<file path="src/rtl/pgwr_pkg.sv">
package pgwr_pkg;

    typedef enum logic [1:0] {
        ST_IDLE = 2'd0,
        ST_LOAD = 2'd1,
        ST_PROG = 2'd2
    } pgwr_state_e;

endpackage

</file>
<file path="src/rtl/pgwr_edges.sv">
// Strobe qualification and edge detection for the write and read strobes.
module pgwr_edges (
    input  logic clk,
    input  logic rst_n,
    input  logic guard_n,
    input  logic ce_n,
    input  logic we_n,
    input  logic oe_n,
    output logic wr_act,
    output logic wr_fall,
    output logic wr_rise,
    output logic rd_act,
    output logic rd_start
);

    logic wr_act_q;
    logic rd_act_q;

    assign wr_act   = ~ce_n & ~we_n & guard_n;
    assign rd_act   = ~ce_n & ~oe_n & we_n & guard_n;
    assign wr_fall  = wr_act & ~wr_act_q;
    assign wr_rise  = ~wr_act & wr_act_q;
    assign rd_start = rd_act & ~rd_act_q;

    always_ff @(posedge clk or negedge rst_n) begin
        if (!rst_n) begin
            wr_act_q <= 1'b0;
            rd_act_q <= 1'b0;
        end else begin
            wr_act_q <= wr_act;
            rd_act_q <= rd_act;
        end
    end

endmodule

</file>
<file path="src/rtl/pgwr_ctrl.sv">
// Write-cycle controller: load window, quiet timer, programming timer.
module pgwr_ctrl
    import pgwr_pkg::*;
#(
    parameter int ADDR_W    = 13,
    parameter int DATA_W    = 8,
    parameter int OFS_W     = 6,
    parameter int WIN_CYC   = 6000,
    parameter int CLOSE_CYC = 20000,
    parameter int PROG_CYC  = 2000000
) (
    input  logic                      clk,
    input  logic                      rst_n,
    input  logic                      guard_n,
    input  logic                      wr_act,
    input  logic                      wr_fall,
    input  logic                      wr_rise,
    input  logic                      rd_start,
    input  logic [ADDR_W-1:0]         addr,
    input  logic [DATA_W-1:0]         wdata,
    output logic                      busy,
    output logic                      prog_now,
    output logic                      ld_en,
    output logic                      buf_clr,
    output logic                      commit,
    output logic [ADDR_W-OFS_W-1:0]   page_q,
    output logic [OFS_W-1:0]          ofs_q,
    output logic [DATA_W-1:0]         last_q,
    output logic                      tog_q
);

    localparam int WW = $clog2(WIN_CYC + 1);
    localparam int QW = $clog2(CLOSE_CYC + 1);
    localparam int PW = $clog2(PROG_CYC + 1);
    localparam logic [WW-1:0] WIN_LIM    = WW'(WIN_CYC);
    localparam logic [QW-1:0] CLOSE_LAST = QW'(CLOSE_CYC - 1);
    localparam logic [PW-1:0] PROG_LAST  = PW'(PROG_CYC - 1);

    pgwr_state_e state_q, state_d;

    logic [WW-1:0] win_q;
    logic [QW-1:0] quiet_q;
    logic [PW-1:0] prog_q;
    logic          acc_q;
    logic          had_q;
    logic          win_ok;
    logic          close_hit;
    logic          prog_done;

    assign win_ok    = (win_q < WIN_LIM);
    assign close_hit = had_q && !wr_act && !(wr_rise && acc_q) && (quiet_q == CLOSE_LAST);
    assign prog_done = (prog_q == PROG_LAST);

    // next-state selection
    always_comb begin
        state_d = state_q;
        unique case (state_q)
            ST_IDLE: if (wr_fall) state_d = ST_LOAD;
            ST_LOAD: begin
                if (!guard_n)       state_d = ST_IDLE;
                else if (close_hit) state_d = ST_PROG;
            end
            ST_PROG: if (!guard_n || prog_done) state_d = ST_IDLE;
            default: state_d = ST_IDLE;
        endcase
    end

    // state register
    always_ff @(posedge clk or negedge rst_n) begin
        if (!rst_n) state_q <= ST_IDLE;
        else        state_q <= state_d;
    end

    // outputs decoded from the state register
    always_comb begin
        busy     = (state_q != ST_IDLE);
        prog_now = (state_q == ST_PROG);
        ld_en    = (state_q == ST_LOAD) && guard_n && wr_rise && acc_q;
        commit   = (state_q == ST_PROG) && guard_n && prog_done;
        buf_clr  = ((state_q == ST_IDLE) && wr_fall) || (busy && !guard_n) || commit;
    end

    // timers and captured fields
    always_ff @(posedge clk or negedge rst_n) begin
        if (!rst_n) begin
            page_q  <= '0;
            ofs_q   <= '0;
            last_q  <= '0;
            tog_q   <= 1'b0;
            acc_q   <= 1'b0;
            had_q   <= 1'b0;
            win_q   <= '0;
            quiet_q <= '0;
            prog_q  <= '0;
        end else begin
            if (rd_start && busy) tog_q <= ~tog_q;
            unique case (state_q)
                ST_IDLE: begin
                    if (wr_fall) begin
                        page_q  <= addr[ADDR_W-1:OFS_W];
                        ofs_q   <= addr[OFS_W-1:0];
                        acc_q   <= 1'b1;
                        had_q   <= 1'b0;
                        win_q   <= '0;
                        quiet_q <= '0;
                        tog_q   <= 1'b1;
                    end
                end
                ST_LOAD: begin
                    if (guard_n) begin
                        if (wr_fall) begin
                            if (win_ok) begin
                                ofs_q <= addr[OFS_W-1:0];
                                acc_q <= 1'b1;
                                win_q <= '0;
                            end else begin
                                acc_q <= 1'b0;
                            end
                        end else if (win_ok) begin
                            win_q <= win_q + WW'(1);
                        end
                        if (wr_rise && acc_q) begin
                            last_q  <= wdata;
                            had_q   <= 1'b1;
                            acc_q   <= 1'b0;
                            quiet_q <= '0;
                        end else if (wr_act) begin
                            quiet_q <= '0;
                        end else if (had_q && !close_hit) begin
                            quiet_q <= quiet_q + QW'(1);
                        end
                        if (close_hit) prog_q <= '0;
                    end
                end
                ST_PROG: prog_q <= prog_q + PW'(1);
                default: ;
            endcase
        end
    end

endmodule

</file>
<file path="src/rtl/pgwr_pagebuf.sv">
// One page of byte slots with a loaded flag per slot.
module pgwr_pagebuf #(
    parameter int DATA_W = 8,
    parameter int OFS_W  = 6
) (
    input  logic                          clk,
    input  logic                          rst_n,
    input  logic                          clr,
    input  logic                          ld_en,
    input  logic [OFS_W-1:0]              ofs,
    input  logic [DATA_W-1:0]             din,
    output logic [(1<<OFS_W)-1:0]         valid,
    output logic [(1<<OFS_W)*DATA_W-1:0]  slots_flat
);

    localparam int DEPTH = 1 << OFS_W;

    logic [DATA_W-1:0] slot_q [DEPTH];

    always_ff @(posedge clk or negedge rst_n) begin
        if (!rst_n) begin
            valid <= '0;
            for (int i = 0; i < DEPTH; i++) slot_q[i] <= '0;
        end else begin
            if (clr) valid <= '0;
            if (ld_en) begin
                slot_q[ofs] <= din;
                valid[ofs]  <= 1'b1;
            end
        end
    end

    for (genvar g = 0; g < DEPTH; g++) begin : g_flat
        assign slots_flat[g*DATA_W +: DATA_W] = slot_q[g];
    end

endmodule

</file>
<file path="src/rtl/pgwr_array.sv">
// Register array: whole-page commit of loaded slots, asynchronous read.
module pgwr_array #(
    parameter int DATA_W     = 8,
    parameter int OFS_W      = 6,
    parameter int ARR_PAGE_W = 2
) (
    input  logic                          clk,
    input  logic                          rst_n,
    input  logic                          commit,
    input  logic [ARR_PAGE_W-1:0]         page,
    input  logic [(1<<OFS_W)-1:0]         valid,
    input  logic [(1<<OFS_W)*DATA_W-1:0]  slots_flat,
    input  logic [ARR_PAGE_W+OFS_W-1:0]   rd_addr,
    output logic [DATA_W-1:0]             rd_byte
);

    localparam int PG    = 1 << OFS_W;
    localparam int DEPTH = 1 << (ARR_PAGE_W + OFS_W);

    logic [DATA_W-1:0] mem [DEPTH];

    always_ff @(posedge clk or negedge rst_n) begin
        if (!rst_n) begin
            for (int i = 0; i < DEPTH; i++) mem[i] <= '0;
        end else if (commit) begin
            for (int i = 0; i < PG; i++) begin
                if (valid[i]) mem[{page, OFS_W'(i)}] <= slots_flat[i*DATA_W +: DATA_W];
            end
        end
    end

    assign rd_byte = mem[rd_addr];

endmodule

</file>
<file path="src/rtl/pgwr_engine.sv">
// Top: page-write buffer and write engine.
module pgwr_engine
    import pgwr_pkg::*;
#(
    parameter int ADDR_W     = 13,
    parameter int DATA_W     = 8,
    parameter int OFS_W      = 6,
    parameter int ARR_PAGE_W = 2,
    parameter int WIN_CYC    = 6000,
    parameter int CLOSE_CYC  = 20000,
    parameter int PROG_CYC   = 2000000
) (
    input  logic              clk,
    input  logic              rst_n,
    input  logic              guard_n,
    input  logic              ce_n,
    input  logic              we_n,
    input  logic              oe_n,
    input  logic [ADDR_W-1:0] addr,
    input  logic [DATA_W-1:0] wdata,
    output logic [DATA_W-1:0] rdata,
    output logic              rdata_vld,
    output logic              rb_pull
);

    localparam int PAGE_W   = ADDR_W - OFS_W;
    localparam int PG_BYTES = 1 << OFS_W;
    localparam int ARR_W    = ARR_PAGE_W + OFS_W;

    logic wr_act, wr_fall, wr_rise, rd_act, rd_start;
    logic busy, prog_now, ld_en, buf_clr, commit;
    logic [PAGE_W-1:0]          page_q;
    logic [OFS_W-1:0]           ofs_q;
    logic [DATA_W-1:0]          last_q;
    logic                       tog_q;
    logic [PG_BYTES-1:0]        pb_valid;
    logic [PG_BYTES*DATA_W-1:0] pb_slots;
    logic [DATA_W-1:0]          arr_byte;
    logic [DATA_W-1:0]          poll_byte;

    pgwr_edges u_edges (
        .clk      (clk),
        .rst_n    (rst_n),
        .guard_n  (guard_n),
        .ce_n     (ce_n),
        .we_n     (we_n),
        .oe_n     (oe_n),
        .wr_act   (wr_act),
        .wr_fall  (wr_fall),
        .wr_rise  (wr_rise),
        .rd_act   (rd_act),
        .rd_start (rd_start)
    );

    pgwr_ctrl #(
        .ADDR_W    (ADDR_W),
        .DATA_W    (DATA_W),
        .OFS_W     (OFS_W),
        .WIN_CYC   (WIN_CYC),
        .CLOSE_CYC (CLOSE_CYC),
        .PROG_CYC  (PROG_CYC)
    ) u_ctrl (
        .clk      (clk),
        .rst_n    (rst_n),
        .guard_n  (guard_n),
        .wr_act   (wr_act),
        .wr_fall  (wr_fall),
        .wr_rise  (wr_rise),
        .rd_start (rd_start),
        .addr     (addr),
        .wdata    (wdata),
        .busy     (busy),
        .prog_now (prog_now),
        .ld_en    (ld_en),
        .buf_clr  (buf_clr),
        .commit   (commit),
        .page_q   (page_q),
        .ofs_q    (ofs_q),
        .last_q   (last_q),
        .tog_q    (tog_q)
    );

    pgwr_pagebuf #(
        .DATA_W (DATA_W),
        .OFS_W  (OFS_W)
    ) u_buf (
        .clk        (clk),
        .rst_n      (rst_n),
        .clr        (buf_clr),
        .ld_en      (ld_en),
        .ofs        (ofs_q),
        .din        (wdata),
        .valid      (pb_valid),
        .slots_flat (pb_slots)
    );

    pgwr_array #(
        .DATA_W     (DATA_W),
        .OFS_W      (OFS_W),
        .ARR_PAGE_W (ARR_PAGE_W)
    ) u_arr (
        .clk        (clk),
        .rst_n      (rst_n),
        .commit     (commit),
        .page       (page_q[ARR_PAGE_W-1:0]),
        .valid      (pb_valid),
        .slots_flat (pb_slots),
        .rd_addr    (addr[ARR_W-1:0]),
        .rd_byte    (arr_byte)
    );

    if (ARR_PAGE_W < PAGE_W) begin : g_alias
        logic unused_page_hi;
        assign unused_page_hi = ^page_q[PAGE_W-1:ARR_PAGE_W];
    end

    assign poll_byte = {~last_q[DATA_W-1], tog_q, {(DATA_W-2){1'b0}}};
    assign rb_pull   = busy;

    always_ff @(posedge clk or negedge rst_n) begin
        if (!rst_n) begin
            rdata     <= '0;
            rdata_vld <= 1'b0;
        end else begin
            rdata_vld <= rd_act;
            if (rd_start) rdata <= busy ? poll_byte : arr_byte;
        end
    end

endmodule

</file>
<file path="config.mk">
export PLATFORM = sky130hd
export DESIGN_NAME = pgwr_engine
export DESIGN_NICKNAME = d
export VERILOG_FILES = /design/src/rtl/pgwr_pkg.sv /design/src/rtl/pgwr_edges.sv /design/src/rtl/pgwr_ctrl.sv /design/src/rtl/pgwr_pagebuf.sv /design/src/rtl/pgwr_array.sv /design/src/rtl/pgwr_engine.sv
export SDC_FILE = /design/constraint.sdc
export NUM_CORES = 2
export LEC_CHECK = 0
export BUFFER_PORTS_ARGS = -buffer_cell sky130_fd_sc_hd__buf_4
export CAP_MARGIN = 15
export CELL_PAD_IN_SITES_DETAIL_PLACEMENT = 1
export CELL_PAD_IN_SITES_GLOBAL_PLACEMENT = 2
export CORE_UTILIZATION = 30
export DETAILED_ROUTE_END_ITERATION = 10
export GPL_ROUTABILITY_DRIVEN = 1
export PLACE_DENSITY_LB_ADDON = 0.1
export SYNTH_ARGS = -nofsm -noshare
export SYNTH_HDL_FRONTEND = slang
export SYNTH_SLANG_ARGS = --single-unit
</file>
<file path="constraint.sdc">
create_clock -name clk -period 3.1 [get_ports clk]
set_input_delay 0.62 -clock clk [delete_from_list [all_inputs] [get_ports clk]]
set_output_delay 0.62 -clock clk [all_outputs]
set_load 0.01 [all_outputs]
</file>
==> reports/metrics.yaml <==
cells_and_area:
  area_delta_synth_final_pct: 22.7
  final_common_cell: "dfrtp_1"
  final_cell_mix: "2697 x dfrtp_1, 2591 x mux2_2, 980 x buf_4"
  nets: 8732
  post-route-util_pct: 37.0
  drive_above_1_share_pct: 53.3
  final_cells: 14200
sta:
  clock.fmax_mhz: 317
  period_share_pct: 102
  worstMarginPinSlew_ps: 1150
  hold_viol_final: 0
  rsz0062_at_grt: "true"
  whs_ps: 153
  fin_crit_ps: 3150
  drv_slew: 0
  relSlewSlack_pct: 23.2
  fin_worst_skew_ps: 76.8
  fin_ws_ps: -51.2
  report.final.setup_viol: 1
floorplan:
  die_x_um: 628
  die_h_um: 628
  num_rows: 229
  dieArea_um2: 395000
  core-area_um2: 390000
  start_util_pct: 30.2
  io_pins: 37
setup_path:
  critPathBufInv: 4
  cp_top_family: "simple AND/OR/NAND/NOR gates"
  reg2reg_depth: 12
  worst-path-max-fanout: 20
  crit_top_cell: "nor3_1"
  crit_chain: "buf_8 -> buf_12 -> nand2_4 -> buf_12 -> o221ai_1 -> o22ai_1 -> nor3_1 -> buf_4 -> nor3_1 -> nor3_1 -> a221o_1"
  cp_num_cells: 11
  slowest_stage: "nor3_1"
  cp-start-kind: "primary input"
  endpoint_kind: "flop"
  crit_required_ps: 3980
  cp.arrival_ps: 4040
  critPathMaxStageDelay_ps: 820
  worstSetupPathType: "primary input to flop"
status:
  violations: "negative setup slack"
  status: "finished, violations left"
cts:
  clock-sinks: 2697
  post_cts_buffers: 0
  numCtsBuffers: 331
  clk_latency_ps: 950
  h-tree-depth: 5
  path_clk_slew_ps: 60
  cts_buffer_depth: 4
  cts_tree: "done"
  cts_root_buf: "clkbuf_16"
synthesis:
  yosys_warnings: 0
  syn_nets: 7594
  async_flop_share_pct: 100
  ys_ff_latch: 2697
  synthFlopType: "dfrtp_1"
  syn_inst: 7564
  netlist_area_um2: 118000
  avgSynthCellArea_um2: 15.6
  seq_area_frac_synth_pct: 57.4
  synth_edf_count: 0
  ys_types: 76
grt:
  grt_first_pass_wirelength_mm: 698
  grt_usage_pct: 25.2
  grt_max_degree: 97
  grt_pass1_vias: 80300
  overflow: 0
  antenna_found_initial: 45
drt:
  ant_nets: 0
  wl_per_cell_um: 35.3
  drc_errors: 0
  dr.pass1.iters: 7
  wl_mm: 500
  drtIter0Drc: 4927
  vias: 74100
  viasPerCell: 5.23
pwr:
  p_sw_mw: 19.2
  seqPwrFrac_pct: 45.1
  irDropWorstVdd_mv: 0.456
  power_density_nw_per_um2: 548
  switching_share_pct: 24.3
  clkPwrFrac_pct: 49.7
  power.total_mw: 79.1
  cellInternalPower_mw: 59.8
  power_leakage_nw: 70.5
  combPwrFrac_pct: 5.2
job:
  maxCapViolCount: 0
hold_path:
  hold_depth: 5
  hold_class: "primary input to flop"
placement:
  dp_cells: 13600
  hpwl_mm: 372
  io_buffer_count: 31
  gp_congestion: 0.932
## kinds of logic (layout without fill, tap and decap cells)
kind of cell	after synthesis	after routing	share of synthesized area [%]
other cells	0	21	0
flops	2697	2697	57.4
simple gates	835	835	3.13
mux	3219	3219	35.1
xor+xnor	27	27	0.201
buf+inv	381	1777	1.80
compound gates	402	402	2.36
fa+ha+maj	3	3	0.0319
## registers in the layout, indices dropped and copies added, names as in the netlist, 6 cells and up
| signal | flops |
|---|---|
| u_ctrl.win_q | 13 |
| u_ctrl.quiet_q | 15 |
| u_ctrl.prog_q | 21 |
| u_arr.mem | 2048 |
| u_ctrl.ofs_q | 6 |
| u_buf.valid | 64 |
| u_buf.slots_flat | 512 |
| rdata | 8 |
## worst register-to-register path, delay by kind of cell, from the launching register on
kind	cells	cell delay, ps
simple gates	6	1090
buf+inv	4	880
flops	1	380
mux	1	290
fa+ha+maj	1	190
## per-layer routing
| layer | share of wire (%) | GRT usage (%) |
|---|---|---|
| met2 | 46 | 39.6 |
| met3 | 3.6 | 2.87 |
| met5 | 0.0042 | 0 |
| met4 | 3.8 | 8.16 |
| met1 | 47 | 36.4 |
## timing repair
action	in CTS	in global routing
pin swaps	0	0
endpoints found under the setup margin	41	169
gates resized for setup	3	11
hold endpoints to repair	27	0
hold buffers	4	0
## per-stage QoR
| step | TNS (ps) | instance area, µm² | setup slack (ps) |
|---|---|---|---|
| after detailed placement | -16930 | 133000 | -964 |
| after global placement | -15000 | 133000 | -978 |
| after global routing | -31.8 | 144000 | -8.67 |
| after CTS | 0 | 144000 | 2.54 |
| after floorplan | 0 | 118000 | 345 |
| final | -51.2 | 144000 | -51.2 |
## Yosys cell counts (all sizes together), types with 48 or more instances
library cell / n / area (µm²)
dfrtp: 2697 / 67500
buf: 175 / 1340
o22ai: 70 / 438
nor2: 121 / 474
a21oi: 61 / 305
mux2: 2591 / 29200
nor3: 52 / 270
o221ai: 48 / 420
o21ai: 59 / 295
mux4: 464 / 10500
clkbuf: 191 / 717
nand2: 486 / 1820
mux2i: 164 / 1640
## final timing paths
kind	slack (ps)	end	startpoint
setup / recovery	-50	rdata[6]	addr[1]
max in group asynchronous	1490	u_buf.slots_flat[306]	rst_n
hold / removal	150	u_ctrl.state_q[0]	ce_n
setup reg to reg	130	u_arr.mem[352]	u_ctrl.prog_q[0]
min in group asynchronous	360	u_arr.mem[939]	rst_n
hold reg to reg	500	u_ctrl.win_q[3]	u_ctrl.win_q[3]
## area by class of cell
cell class	instances	area, µm²
tap	5197	6500
clock inverter	100	1110
antenna	21	52.6
sequential	2697	67500
inverter	15	62.6
multi-input combinational	4486	48200
clock buffer	491	9800
fill	39300	245000
timing repair buffer	1171	11100
## power by group through the flow
stage	Sequential [mW]	Clock (mW)	Combinational, mW
6_report	35.7	39.3	4.10
5_1_grt	35.7	41.6	4.32
4_1_cts	35.7	40.3	4.17
3_5_place_dp	36.3	0	4.15
3_3_place_gp	36.3	0	4.12
2_1_floorplan	36.1	0	1.31
(Power assumes the default switching activity.)
